<file path="src/rtl/smb_pkg.sv">
package smb_pkg;
  typedef enum logic [2:0] {
    ST_IDLE,
    ST_RX,
    ST_ACK,
    ST_TX,
    ST_SKIP
  } smb_state_e;

  typedef enum logic [1:0] {
    PH_ADDR,
    PH_PTR,
    PH_DATA
  } smb_phase_e;
endpackage

</file>
<file path="src/rtl/smb_bus_cond.sv">
module smb_bus_cond (
  input  logic clk_i,
  input  logic rst_ni,
  input  logic scl_i,
  input  logic sda_i,
  output logic scl_rise_o,
  output logic scl_fall_o,
  output logic start_o,
  output logic stop_o
);
  logic scl_q, sda_q;

  always_ff @(posedge clk_i or negedge rst_ni) begin
    if (!rst_ni) begin
      scl_q <= 1'b1;
      sda_q <= 1'b1;
    end else begin
      scl_q <= scl_i;
      sda_q <= sda_i;
    end
  end

  assign scl_rise_o = scl_i & ~scl_q;
  assign scl_fall_o = ~scl_i & scl_q;
  assign start_o    = scl_i & scl_q & sda_q & ~sda_i;
  assign stop_o     = scl_i & scl_q & ~sda_q & sda_i;
endmodule

</file>
<file path="src/rtl/smb_shreg.sv">
module smb_shreg #(
  parameter int W     = 8,
  parameter int CNT_W = $clog2(W + 1)
) (
  input  logic             clk_i,
  input  logic             rst_ni,
  input  logic             clr_i,
  input  logic             shift_i,
  input  logic             bit_i,
  output logic [W-1:0]     data_o,
  output logic [CNT_W-1:0] cnt_o
);
  always_ff @(posedge clk_i or negedge rst_ni) begin
    if (!rst_ni) begin
      data_o <= '0;
      cnt_o  <= '0;
    end else if (clr_i) begin
      cnt_o  <= '0;
    end else if (shift_i) begin
      data_o <= {data_o[W-2:0], bit_i};
      cnt_o  <= cnt_o + 1'b1;
    end
  end
endmodule

</file>
<file path="src/rtl/smb_ptr_slave.sv">
module smb_ptr_slave
  import smb_pkg::*;
#(
  parameter int         DATA_W   = 8,
  parameter int         STRAP_W  = 3,
  parameter logic [3:0] FIXED_HI = 4'b0101,
  parameter logic [6:0] ARA_ADDR = 7'b0001100
) (
  input  logic               clk_i,
  input  logic               rst_ni,
  input  logic               scl_i,
  input  logic               sda_i,
  input  logic [STRAP_W-1:0] strap_i,
  input  logic               int_pend_i,
  input  logic               ara_dis_i,
  input  logic [DATA_W-1:0]  reg_rdata_i,
  output logic               sda_pull_o,
  output logic [DATA_W-1:0]  reg_addr_o,
  output logic [DATA_W-1:0]  reg_wdata_o,
  output logic               reg_we_o,
  output logic               reg_re_o,
  output logic               int_clr_o
);
  localparam int CNT_W  = $clog2(DATA_W + 1);
  localparam int ADDR_W = DATA_W - 1;

  logic scl_rise, scl_fall, start_det, stop_det;
  logic [DATA_W-1:0] rx_byte, tx_q;
  logic [CNT_W-1:0]  bit_cnt;
  logic [STRAP_W-1:0] strap_q;
  logic strap_ok, is_ara, is_rd;
  smb_state_e state;
  smb_phase_e phase;
  logic [ADDR_W-1:0] own_addr;
  logic byte_end, own_hit, ara_hit, sh_clr, sh_en;

  smb_bus_cond u_cond (
    .clk_i, .rst_ni, .scl_i, .sda_i,
    .scl_rise_o(scl_rise), .scl_fall_o(scl_fall),
    .start_o(start_det), .stop_o(stop_det)
  );

  assign sh_clr = start_det | (state == ST_ACK && scl_fall);
  assign sh_en  = scl_rise & (state == ST_RX || state == ST_TX);

  smb_shreg #(.W(DATA_W), .CNT_W(CNT_W)) u_sh (
    .clk_i, .rst_ni, .clr_i(sh_clr), .shift_i(sh_en), .bit_i(sda_i),
    .data_o(rx_byte), .cnt_o(bit_cnt)
  );

  assign own_addr = {FIXED_HI, strap_q};
  assign byte_end = scl_fall && (bit_cnt == CNT_W'(DATA_W));
  assign own_hit  = rx_byte[DATA_W-1:1] == own_addr;
  assign ara_hit  = rx_byte == {ARA_ADDR, 1'b1} && int_pend_i && !ara_dis_i;

  always_ff @(posedge clk_i or negedge rst_ni) begin
    if (!rst_ni) begin
      state       <= ST_IDLE;
      phase       <= PH_ADDR;
      sda_pull_o  <= 1'b0;
      reg_addr_o  <= '0;
      reg_wdata_o <= '0;
      reg_we_o    <= 1'b0;
      reg_re_o    <= 1'b0;
      int_clr_o   <= 1'b0;
      is_ara      <= 1'b0;
      is_rd       <= 1'b0;
      tx_q        <= '0;
      strap_q     <= '0;
      strap_ok    <= 1'b0;
    end else begin
      reg_we_o  <= 1'b0;
      reg_re_o  <= 1'b0;
      int_clr_o <= 1'b0;
      if (!strap_ok) begin
        strap_q  <= strap_i;
        strap_ok <= 1'b1;
      end
      if (start_det) begin
        state      <= ST_RX;
        phase      <= PH_ADDR;
        sda_pull_o <= 1'b0;
      end else if (stop_det) begin
        state      <= ST_IDLE;
        sda_pull_o <= 1'b0;
      end else begin
        unique case (state)
          ST_RX: if (byte_end) begin
            unique case (phase)
              PH_ADDR: begin
                if (own_hit) begin
                  is_ara <= 1'b0; is_rd <= rx_byte[0];
                  state <= ST_ACK; sda_pull_o <= 1'b1;
                end else if (ara_hit) begin
                  is_ara <= 1'b1; is_rd <= 1'b1;
                  state <= ST_ACK; sda_pull_o <= 1'b1;
                end else begin
                  state <= ST_SKIP;
                end
              end
              PH_PTR: begin
                reg_addr_o <= rx_byte;
                state <= ST_ACK; sda_pull_o <= 1'b1;
              end
              default: begin
                reg_wdata_o <= rx_byte;
                reg_we_o    <= 1'b1;
                state <= ST_ACK; sda_pull_o <= 1'b1;
              end
            endcase
          end
          ST_ACK: if (scl_fall) begin
            sda_pull_o <= 1'b0;
            if (is_rd) begin
              state <= ST_TX;
              if (is_ara) begin
                tx_q       <= {own_addr, 1'b0};
                sda_pull_o <= ~own_addr[ADDR_W-1];
              end else begin
                tx_q       <= reg_rdata_i;
                reg_re_o   <= 1'b1;
                sda_pull_o <= ~reg_rdata_i[DATA_W-1];
              end
            end else if (phase == PH_ADDR) begin
              phase <= PH_PTR; state <= ST_RX;
            end else if (phase == PH_PTR) begin
              phase <= PH_DATA; state <= ST_RX;
            end else begin
              state <= ST_SKIP;
            end
          end
          ST_TX: begin
            if (scl_rise && is_ara && tx_q[DATA_W-1] && !sda_i) begin
              // lost arbitration: leave the bus, keep interrupt pending
              state      <= ST_SKIP;
              sda_pull_o <= 1'b0;
            end else if (byte_end) begin
              sda_pull_o <= 1'b0;
              int_clr_o  <= is_ara;
              state      <= ST_SKIP;
            end else if (scl_fall) begin
              tx_q       <= {tx_q[DATA_W-2:0], 1'b0};
              sda_pull_o <= ~tx_q[DATA_W-2];
            end
          end
          default: ;
        endcase
      end
    end
  end

  a_r2_stop_release: assert property (@(posedge clk_i) disable iff (!rst_ni)
    stop_det |=> !sda_pull_o);
  a_r2_start_release: assert property (@(posedge clk_i) disable iff (!rst_ni)
    start_det |=> !sda_pull_o);
  a_r3_steady_scl_high: assert property (@(posedge clk_i) disable iff (!rst_ni)
    (scl_i && $past(scl_i) && !$past(start_det) && !$past(stop_det))
      |-> $stable(sda_pull_o));
  a_r5_we_single: assert property (@(posedge clk_i) disable iff (!rst_ni)
    reg_we_o |=> !reg_we_o);
  a_r10_clr_single: assert property (@(posedge clk_i) disable iff (!rst_ni)
    int_clr_o |=> !int_clr_o);
endmodule

</file>
<file path="config.mk">
export PLATFORM = sky130hd
export DESIGN_NAME = smb_ptr_slave
export DESIGN_NICKNAME = d
export VERILOG_FILES = /design/src/rtl/smb_pkg.sv /design/src/rtl/smb_bus_cond.sv /design/src/rtl/smb_shreg.sv /design/src/rtl/smb_ptr_slave.sv
export SDC_FILE = /design/constraint.sdc
export NUM_CORES = 1
export LEC_CHECK = 0
export BUFFER_PORTS_ARGS = -buffer_cell sky130_fd_sc_hd__buf_2
export CAP_MARGIN = 15
export CORE_UTILIZATION = 32
export CTS_BUF_LIST = sky130_fd_sc_hd__clkbuf_16
export DETAILED_ROUTE_END_ITERATION = 8
export GPL_ROUTABILITY_DRIVEN = 1
export PLACE_DENSITY = 0.59
export RECOVER_POWER = 25
export SYNTH_ARGS = -nofsm -noshare
export SYNTH_HDL_FRONTEND = slang
export SYNTH_SLANG_ARGS = --single-unit
</file>
<file path="constraint.sdc">
create_clock -name clk_i -period 1.7 [get_ports clk_i]
set_input_delay 0.085 -clock clk_i [delete_from_list [all_inputs] [get_ports clk_i]]
set_output_delay 0.085 -clock clk_i [all_outputs]
set_load 0.03 [all_outputs]
</file>
== Word-level counts from Yosys, hierarchy flattened ==
Index checks and enable logic that the tools add are counted.
Storage, ports and cells
  bits in registers: 53
  input bits: 17
  output and inout port bits: 20
  word-level logic and storage cells: 143
Cells by class
  add/sub/neg operators: 1
  eq/ne operators: 19
  muxes and demuxes: 60
  bitwise operators: 19
  reductions and logical operators: 27
Operators by type and width (count)
  $mux W8: 6
  $mux W3: 12
  $mux W1: 30
  $reduce_and A5 Y1: 4
  $pmux W8 S2: 1
  $mux W2: 7
  $ne A2 B2 Y1 const B: 7
  $not A1 Y1: 10
  $reduce_bool A2 Y1: 5
  $pmux W3 S3: 1
  $and A1 B1 Y1: 8
  $eq A8 B5 Y1 const B: 1
  $mux W4: 2
  $ne A4 B4 Y1 const B: 2
  $reduce_and A8 Y1: 1
  $eq A7 B6 Y1: 1
  $logic_and A1 B1 Y1: 7
  $eq A3 B2 Y1 const B: 2
  $ne A6 B5 Y1 const B: 1
  $ne A6 B6 Y1 const B: 1
  $reduce_and A6 Y1: 1
  $ne A5 B4 Y1 const B: 1
  $reduce_bool A5 Y1: 1
  $add A4 B1 Y4 const B: 1
  12 further kinds: 13

== Depth between registers and ports, before layout ==
  depth after elaboration: 10
  gate-level depth with buffers: 8
  mapped depth without buffers: 7

== Hierarchy ==
From an unflattened synthesis, not the netlist that was laid out.
Second synthesis, totals
  cell total of the unflattened synthesis: 212
  area, all modules: 2562.5 µm²
Modules (own cells, without submodules)
  smb_ptr_slave: times used 1, cells an instance 171, area an instance 1931.9 µm², sequential area each 975.9 µm²
  smb_shreg: times used 1, cells an instance 35, area an instance 545.5 µm², sequential area each 300.3 µm²
  smb_bus_cond: times used 1, cells an instance 6, area an instance 85.1 µm², sequential area each 52.6 µm²

== Worst setup path before layout ==
OpenSTA, ideal clock, no wires.
  path type: register to register
  from: register u_cond.scl_q
  to: register reg_wdata_o[1]
  arrival time: 1.547 ns
  required time: 1.575 ns
  setup slack: 0.028 ns
  stages on the path, launching flop included: 5
  buffers on the path: 0
  period minus slack after synthesis: 1.672 ns
  cells stage by stage: dfstp_2 or2b_4 nor3_4 nand2_2 mux2_2
On the way
  word-level cells in the longest chain between the ends: 5
Ends and longest elaborated chain
  start, declared: line smb_bus_cond.sv:11  | logic scl_q, sda_q;
  start signal, assigned: line smb_bus_cond.sv:18  | scl_q <= scl_i;
  $and A1 B1 Y1: line smb_bus_cond.sv:25, smb_bus_cond.sv:26
  $and A1 B1 Y1 (on tied branches) (2 in series): line smb_bus_cond.sv:26, smb_bus_cond.sv:25
  $not A1 Y1 (no line)
  $reduce_and A5 Y1 (no line) *
  end signal, assigned: line smb_ptr_slave.sv:106  | reg_wdata_o <= rx_byte;
  end, declared: line smb_ptr_slave.sv:19  | output logic [DATA_W-1:0] reg_wdata_o,
Mark *: on every way between the ends. The rest lies on a longest branch, timed or not.
A chain may end at the register's enable or synchronous reset.

== Worst setup path in the final report ==
  from: register state[1]
  to: register reg_addr_o[3]
On the way
  word-level cells in the longest chain between the ends: 2
Ends and longest elaborated chain
  start, declared: line smb_ptr_slave.sv:32  | smb_state_e state;
  start signal, assigned: line smb_ptr_slave.sv:58  | state <= ST_IDLE;
  start signal, assigned: line smb_ptr_slave.sv:80  | state <= ST_RX;
  start signal, assigned: line smb_ptr_slave.sv:84  | state <= ST_IDLE;
  $eq A3 B1 Y1: line smb_ptr_slave.sv:87  | unique case (state)
  $reduce_and A5 Y1 (no line)
  end signal, assigned: line smb_ptr_slave.sv:102  | reg_addr_o <= rx_byte;
  end, declared: line smb_ptr_slave.sv:18  | output logic [DATA_W-1:0] reg_addr_o,
Every way passes these cells.

==> out/qor.csv <==
stage;metric;value;unit
run_status;status;finished with violations;
run_status;failing checks;negative setup slack;
floorplan;# IOs;37;
sta;Final Max Tran Viols;0;
placement;pre-CTS WS;-81.65;ps
floorplan;starting density of the core;0.3376;
routing;First DRT Iteration DRCs;122;
sta;final period utilization;1.006;
synth;Netlist Area Pre-Place;2501;sq um
floorplan;Core Box Area;7408;sq um
placement;gp weighted congestion;0.8171;
floorplan;Die X;90.41;um
grt;first-pass GRT wire length;9066;um
synth;Post-Syn Instances;226;
synth;most frequent cell after synthesis;dfrtp_1;
critical_path;critical path class;register to register;
synth;Post-synth ARST share;1.000;
sta;setup tns final;-30.07;ps
sta;final worst slack;-10.90;ps
synth;Seq/Total Area, Yosys;0.5313;
synth;syn nets;245;
grt;Overflow after GRT;0;
final_layout;Multi-input gate area;1141;sq um
synth;post-synth top area share;0.5103;
routing;Routed WL per cell;13.70;um
synth;leading post-synthesis cells by cell area;dfrtp_1, mux2_2, o21ai_0;
sta;Final setup viols;7;
clocking;CTS max path bufs;2;
floorplan;die footprint;8174;sq um
grt;GRT Total Usage;0.1379;
placement;Port Buffer Count;36;
routing;vias;1881;
final_layout;Area Growth Syn to Fin;28.51;%
final_layout;antenna cells;0;
sta;worst-margin pin slew;1198;ps
pwr;maximum VDD drop;0.5425;mV
final_layout;# nets final;308;
routing;mean number of vias per cell;4.835;
synth;commonest cells in the netlist;dfrtp_1, mux2_2, nand2_1;
routing;DRT Pass-1 Iters;4;
sta;hold slack;22.27;ps
critical_path;Startpoint Class;register;
sta;RSZ-0062 raised after global routing;true;
critical_path;Worst EP arrival;1890;ps
final_layout;Filler Cells Inserted;704;
sta;final hold vios;0;
critical_path;Worst setup EP type;register;
clocking;worst-skew pair later-pin latency;290;ps
sta;Final Critical Period;1711;ps
pwr;Power per Cell Area;1161;nW/um^2
floorplan;Die H;90.41;um
routing;Post-DRT Antenna Nets;0;
clocking;Max H-tree Level;2;
pwr;Final Power;0.003730;W
synth;Most used DFF post-synth;dfrtp_1;
floorplan;num rows;31;
sta;worst clock skew;7.197;ps
flow_run;Max-cap violations;0;
grt;largest net degree at the start of global routing;54;
pwr;P_leak;1.591;nW
clocking;clk sinks;53;
synth;Cell variety after synth;50;
synth;register bit total from synthesis;53;
synth;Yosys warnings;0;
routing;Routed Wire Length;5328;um
synth;most area-hungry cell type in the Yosys netlist;dfrtp_1;
placement;detailed placement HPWL;3721;um
grt;initial antenna violation count;0;
clocking;CTS tree;done;
synth;Post-synth EDFFs;0;
final_layout;register area;1329;sq um
sta;Max-slew headroom;0.2012;
min_path;Worst Hold Class;input port to register;
clocking;CTS buffer count;5;
clocking;root buf cell;clkbuf_16;
synth;Syn Area/Cell;11.07;sq um
critical_path;crit-path max FO;4;
sta;top achievable clock speed;584.5;MHz
final_layout;layout cells sized above 1;0.3655;
critical_path;WP data required;1880;ps
grt;vias in the first global route;1839;
clocking;clock-pin slew on the worst setup and hold paths;70;ps
routing;drc violations;0;
-- layer usage --
metal | track usage | vias up | part of all wire
met5 | 0 | - | 0
met1 | 0.1957 | 910 | 0.50
met4 | 0.04032 | 0 | 0.011
met3 | 0.03283 | 5 | 0.044
li1 | - | 925 | -
met2 | 0.2087 | 41 | 0.45
-- placed cells by master, fill, tap and decap left out, types with 5 or more instances in the layout --
master | Yosys | final
buf_2 | 4 | 37
xnor2_1 | 5 | 5
clkbuf_16 | 0 | 5
o21ai_0 | 17 | 17
inv_1 | 7 | 7
a31oi_1 | 6 | 6
nand2b_1 | 5 | 5
mux2_2 | 24 | 24
buf_4 | 1 | 22
a21oi_1 | 9 | 8
nor2_1 | 16 | 16
nand2_1 | 19 | 19
dfrtp_1 | 51 | 51
-- stage by stage --
| stage | util | area, sq um | cells |
|---|---|---|---|
| after floorplan | - | 2501 | 226 |
| after global placement | 0.3964 | 2937 | 375 |
| after detailed placement | 0.3964 | 2937 | 375 |
| after CTS | 0.4320 | 3201 | 388 |
| after global routing | 0.4339 | 3214 | 389 |
| final | 0.4339 | 3214 | 389 |
-- logic make-up after synthesis --
kind of cell    after synthesis  share of synthesized area
other cells                   1                   0.001499
fa+ha+maj                     2                    0.01000
mux                          27                     0.1201
simple gates                 75                     0.1716
compound gates               46                     0.1121
xor+xnor                      7                    0.02451
flops                        53                     0.5313
buf+inv                      15                    0.02902
-- report_power, final --
| group | internal (W) | total (W) | switching, W |
|---|---|---|---|
| logic | 0.000406 | 0.000774 | 0.000368 |
| registers | 0.00144 | 0.00165 | 0.000211 |
| clock network | 0.000849 | 0.00130 | 0.000456 |
-- sequential cells by signal, summed over array words and instances (netlist names), 2 cells and up --
register and count:
phase 2, reg_addr_o 8, reg_wdata_o 8, state 3, strap_q 3, tx_q 8
u_sh.cnt_o 4, u_sh.data_o 8
-- repair_timing --
action / in CTS / in global routing
hold buffers: 3 / 0
cloned: 1 / 0
pin swaps: 1 / 4
hold endpoints to repair: 53 / 0
setup buffers: 1 / 1
setup endpoints to repair: 23 / 35
gates resized for setup: 3 / 5
-- path summary, 6_finish.rpt --
| kind | from | slack (ps) | endpoint | cells past startpoint |
|---|---|---|---|---|
| worst max register to register | state[1] | -10 | reg_addr_o[3] | 5 |
| max in group asynchronous | rst_ni | 310 | strap_q[2] | 3 |
| worst min register to register | tx_q[3] | 490 | tx_q[3] | 2 |
| worst max-delay path | state[1] | -10 | reg_addr_o[3] | 5 |
| min in group asynchronous | rst_ni | 660 | reg_wdata_o[5] | 3 |
| worst min-delay path | strap_i[0] | 20 | strap_q[0] | 2 |
-- worst max-delay path, stage by stage (launching register included) --
cell	delay, ps
dfrtp_1	380
or3b_4	420
nor3_4	230
buf_12	140
nand3b_2	130
mux2_2	300
-- layout make-up --
cell class                 count  area share
multi-input combinational    159      0.3550
tap                           99     0.03854
clock buffer                   5     0.03893
timing repair buffer          63      0.1246
sequential                    53      0.4134
clock inverter                 3     0.02141
inverter                       7    0.008174
No activity file was read; power rests on OpenSTA's default activity.
